`config.mk`:
```
export PLATFORM = sky130hd
export DESIGN_NAME = calc_seq_ctrl
export DESIGN_NICKNAME = d
export VERILOG_FILES = /design/src/rtl/calc_seq_pkg.sv /design/src/rtl/calc_seq_accept.sv /design/src/rtl/calc_seq_state.sv /design/src/rtl/calc_seq_drive.sv /design/src/rtl/calc_seq_ctrl.sv
export SDC_FILE = /design/constraint.sdc
export NUM_CORES = 1
export LEC_CHECK = 0
export BUFFER_PORTS_ARGS = -buffer_cell sky130_fd_sc_hd__buf_2
export CAP_MARGIN = 0
export CORE_AREA = 8 8 45 47
export DETAILED_ROUTE_END_ITERATION = 16
export DIE_AREA = 0 0 53 55
export HOLD_SLACK_MARGIN = 0.1
export PLACE_DENSITY_LB_ADDON = 0.1
export REMOVE_ABC_BUFFERS = 1
export SLEW_MARGIN = 25
export SYNTH_ARGS = -nofsm -noshare
export SYNTH_HDL_FRONTEND = slang
export SYNTH_SLANG_ARGS = --single-unit
```
`constraint.sdc`:
```
create_clock -name clk -period 1.5 [get_ports clk]
set_clock_uncertainty 0.05 [all_clocks]
set_input_delay 0.225 -clock clk [delete_from_list [all_inputs] [get_ports clk]]
set_output_delay 0.225 -clock clk [all_outputs]
set_load 0.02 [all_outputs]
```
`src/rtl/calc_seq_pkg.sv`:
```
package calc_seq_pkg;
  localparam int SEL_W   = 2;
  localparam int PHASE_W = 3;
  localparam int LOAD_N  = 4;

  typedef enum logic [PHASE_W-1:0] {
    PH_IDLE  = 3'd0,
    PH_OPND1 = 3'd1,
    PH_OPER  = 3'd2,
    PH_OPND2 = 3'd3,
    PH_SHOW  = 3'd4
  } phase_t;

  typedef struct packed {
    logic first;
    logic second;
    logic oper;
    logic result;
    logic clear;
    logic wake;
  } take_t;

  localparam logic [SEL_W-1:0] SEL_OPND1  = 2'b00;
  localparam logic [SEL_W-1:0] SEL_OPND2  = 2'b01;
  localparam logic [SEL_W-1:0] SEL_RESULT = 2'b10;

  function automatic logic [SEL_W-1:0] sel_of(input phase_t p);
    case (p)
      PH_OPND2: sel_of = SEL_OPND2;
      PH_SHOW:  sel_of = SEL_RESULT;
      default:  sel_of = SEL_OPND1;
    endcase
  endfunction

  function automatic phase_t phase_after(input phase_t p, input take_t t);
    if (t.wake)        phase_after = PH_IDLE;
    else if (t.clear)  phase_after = PH_IDLE;
    else if (t.result) phase_after = PH_SHOW;
    else if (t.oper)   phase_after = PH_OPER;
    else if (t.second) phase_after = PH_OPND2;
    else if (t.first)  phase_after = PH_OPND1;
    else               phase_after = p;
  endfunction
endpackage

```
`src/rtl/calc_seq_accept.sv`:
```
module calc_seq_accept
  import calc_seq_pkg::*;
(
  input  phase_t phase,
  input  logic   key_digit,
  input  logic   key_oper,
  input  logic   key_equal,
  input  logic   key_clear,
  input  logic   key_wake,
  output take_t  take
);
  logic live;
  assign live = ~key_wake;

  always_comb begin
    take        = '0;
    take.wake   = key_wake;
    take.first  = live & key_digit &
                  ((phase == PH_IDLE) | ((phase == PH_OPND1) & ~key_oper));
    take.oper   = live & key_oper & (phase == PH_OPND1);
    take.second = live & key_digit &
                  ((phase == PH_OPER) | ((phase == PH_OPND2) & ~key_equal));
    take.result = live & key_equal & (phase == PH_OPND2);
    take.clear  = live & key_clear & (phase == PH_SHOW);
  end
endmodule

```
`src/rtl/calc_seq_state.sv`:
```
module calc_seq_state
  import calc_seq_pkg::*;
(
  input  logic   clk,
  input  logic   rst_n,
  input  take_t  take,
  output phase_t phase
);
  phase_t phase_nxt;
  assign phase_nxt = phase_after(phase, take);

  always_ff @(posedge clk or negedge rst_n) begin
    if (!rst_n) phase <= PH_IDLE;
    else        phase <= phase_nxt;
  end
endmodule

```
`src/rtl/calc_seq_drive.sv`:
```
module calc_seq_drive
  import calc_seq_pkg::*;
(
  input  phase_t            phase,
  input  take_t             take,
  output logic [LOAD_N-1:0] loads,
  output logic              clr,
  output logic [SEL_W-1:0]  sel
);
  assign loads = {take.first, take.second, take.oper, take.result};
  assign clr   = take.wake | take.clear;
  assign sel   = sel_of(phase);
endmodule

```
`src/rtl/calc_seq_ctrl.sv`:
```
module calc_seq_ctrl
  import calc_seq_pkg::*;
(
  input  logic             clk,
  input  logic             rst_n,
  input  logic             key_digit,
  input  logic             key_oper,
  input  logic             key_equal,
  input  logic             key_clear,
  input  logic             key_wake,
  output logic             load_first,
  output logic             load_second,
  output logic             load_oper,
  output logic             load_result,
  output logic             clr_regs,
  output logic [SEL_W-1:0] show_sel
);
  phase_t            phase;
  take_t             take;
  logic [LOAD_N-1:0] loads;

  calc_seq_accept u_accept (
    .phase(phase), .key_digit(key_digit), .key_oper(key_oper),
    .key_equal(key_equal), .key_clear(key_clear), .key_wake(key_wake),
    .take(take)
  );

  calc_seq_state u_state (
    .clk(clk), .rst_n(rst_n), .take(take), .phase(phase)
  );

  calc_seq_drive u_drive (
    .phase(phase), .take(take), .loads(loads), .clr(clr_regs), .sel(show_sel)
  );

  assign {load_first, load_second, load_oper, load_result} = loads;
endmodule

```
==> flow_summary.json <==
{
  "cts_root_buffer": "clkbuf_4",
  "ys.flop_type": "dfrtp_1",
  "initial_core_util_pct": 18.0,
  "core_area_um2": 1380,
  "fp-row-count": 14,
  "rsz0062_at_grt": "yes",
  "ys_types": 18,
  "die_w_um": 53,
  "via_per_inst": 4.20,
  "placed_cells": 57,
  "num-fill-cells": 149,
  "worstSetupPathType": "reg -> out",
  "rr_worst_depth": 4,
  "p_leak_nw": 0.243,
  "fin_area_um2": 479,
  "synth-seq-area-share_pct": 30.2,
  "status": "finished with violations",
  "critPathArrivalTime_ns": 1.24,
  "wire_per_inst_um": 11.1,
  "netlist_instances": 27,
  "cpMaxStageDelayCell": "dfrtp_2",
  "synth-async-reset-ratio_pct": 100,
  "max_freq_ghz": 0.660,
  "num_antenna_cells": 0,
  "required_ns": 1.22,
  "io_buffers": 13,
  "tightestPinTransition_ns": 0.206,
  "cts_sinks": 3,
  "yosys_warnings": 0,
  "path_cells": "nand2b_4 > nor4b_4 > buf_4",
  "violations": "setup timing",
  "grt_overflow": 0,
  "cp_max_fo": 6,
  "dr.pass1.iters": 2,
  "setup_viol": 1,
  "synth_edf_count": 0,
  "drive_above_1_share_pct": 64.8,
  "drt-total-wl_um": 775,
  "fin_util_pct": 34.6,
  "fin_crit_sh_pct": 101,
  "antenna_left": 0,
  "synth_area_um2": 249,
  "crit_cells": 3,
  "first_global_vias": 291,
  "cts-buffers-inserted": 3,
  "drt_iter0_drc": 2,
  "tritoncts": "built",
  "mostFrequentLayoutCells": "buf_4, buf_2, nand2_1",
  "r2r_end": "u_state.phase[0]",
  "grt_usage_pct": 5.36,
  "grt_pass1_wl_mm": 1.12,
  "top_regs": "u_state.phase x3",
  "hp-class": "in -> reg",
  "path_delay_family": "flip-flops",
  "ir_worst_vdd_v": 0.000411,
  "gp_congestion": 0.648,
  "finalNonFillerCells": 70,
  "place_area_um2": 338,
  "ff2ff_setup_slack_ns": 0.18,
  "antenna_found_initial": 0,
  "route.vias.total": 294,
  "regMostFlops": "u_state.phase",
  "clk_path_buf_depth": 2,
  "num_io_pins": 14,
  "holdWs_ns": 0.251,
  "clkTransAtPathRegs_ns": 0.03,
  "layout_commonest_cell": "buf_4",
  "multiInputGateArea_um2": 176,
  "syn2layout_area_growth_pct": 92.5,
  "fp.dieH_um": 55,
  "ys_ff_latch": 3,
  "powerDensity_nw_per_um2": 631,
  "htreeDepth": 1,
  "layout_setup_ws_ns": -0.0146,
  "cap_viol_max_count": 0,
  "relSlewSlack_pct": 86.2,
  "drc": 0,
  "hold_viol_final": 0,
  "startpoint_type": "flip-flop",
  "cp-startpoint": "u_state.phase[2]",
  "r2r_start": "u_state.phase[2]",
  "dp_slack_ns": 0.109,
  "setup.worst_path.end_class": "primary output",
  "largest_reg_flops": 3,
  "grt_max_degree": 7,
  "final_net_count": 62,
  "register_area_um2": 78.8,
  "critPathMaxStageDelay_ns": 0.43,
  "die_area_um2": 2920,
  "fin_crit_ns": 1.51,
  "synth.avg_cell_area_um2": 9.22,
  "maxSlewViolCount": 0,
  "clock_latency_ns": 0.23,
  "crit_buf_inv": 1,
  "worstSetupEndpoint": "load_oper"
}
==> layout make-up <==
class / instances / share of cell area [%]
Tap cell: 16 / 4.18
Timing Repair Buffer: 24 / 35.5
Multi-Input combinational cell: 21 / 36.8
Sequential cell: 3 / 16.4
Inverter: 2 / 1.57
Clock buffer: 4 / 5.48
==> worst register-to-register path: stages, from the launching register on <==
cell and delay, ns:
dfrtp_2 0.43, nor3b_4 0.17, a21o_1 0.21, buf_4 0.14, nor4_2 0.23
==> worst min-delay path by stage <==
stage	startpoint	to	slack, ns	depth (start not counted)
after floorplan	rst_n	u_state.phase[0]	-0.12	0
after global placement	rst_n	u_state.phase[1]	-0.03	1
after detailed placement	rst_n	u_state.phase[1]	-0.03	1
after CTS	key_clear	u_state.phase[1]	0.24	3
after global routing	key_clear	u_state.phase[1]	0.26	3
final	key_clear	u_state.phase[1]	0.25	3
==> per-layer routing <==
| layer | wire length [um] | global-route usage [%] | up-vias |
|---|---|---|---|
| met1 | 283 | 4.88 | 132 |
| met2 | 388 | 8.40 | 10 |
| li1 | - | - | 152 |
| met3 | 103 | 4.55 | 0 |
| met4 | 0 | 2.59 | 0 |
| met5 | 0 | 0 | - |
==> Yosys cell counts, drive strengths merged (2+ instances only) <==
master / number / area share (%)
a21o: 2 / 6.0
inv: 2 / 3.0
nor3b: 2 / 8.0
nor2: 2 / 3.0
dfrtp: 3 / 30
and3: 2 / 5.0
nand2: 4 / 6.0
==> through the flow <==
step	total power [mW]	TNS [ns]
6_report	0.302	-0.0146
5_1_grt	0.325	-0.271
4_1_cts	0.313	-0.0827
3_5_place_dp	0.139	0
3_3_place_gp	0.140	0
2_1_floorplan	0.115	0
==> report_power, final <==
part / total [mW] / switching, mW / internal [mW]
clock: 0.139 / 0.0398 / 0.0995
sequential: 0.0909 / 0.00603 / 0.0849
combinational: 0.0720 / 0.0322 / 0.0398
==> timing repair <==
action                                  in CTS  in global routing
endpoints found under the setup margin       5                  5
setup buffers                                8                  0
hold endpoints to repair                     3                  0
hold buffers                                 1                  0
pin swaps                                    4                  3
resized for setup                           11                  3
==> cells by family (layout without fill, tap and decap cells) <==
logic type	Yosys count	count (layout)	synth area share (%)
and+or+nand+nor	15	15	46.2
AOI/OAI and AO/OA	6	6	16.1
DFF	3	3	30.1
buffers and inverters	3	30	7.54
Power figures use the tool's default switching activity.
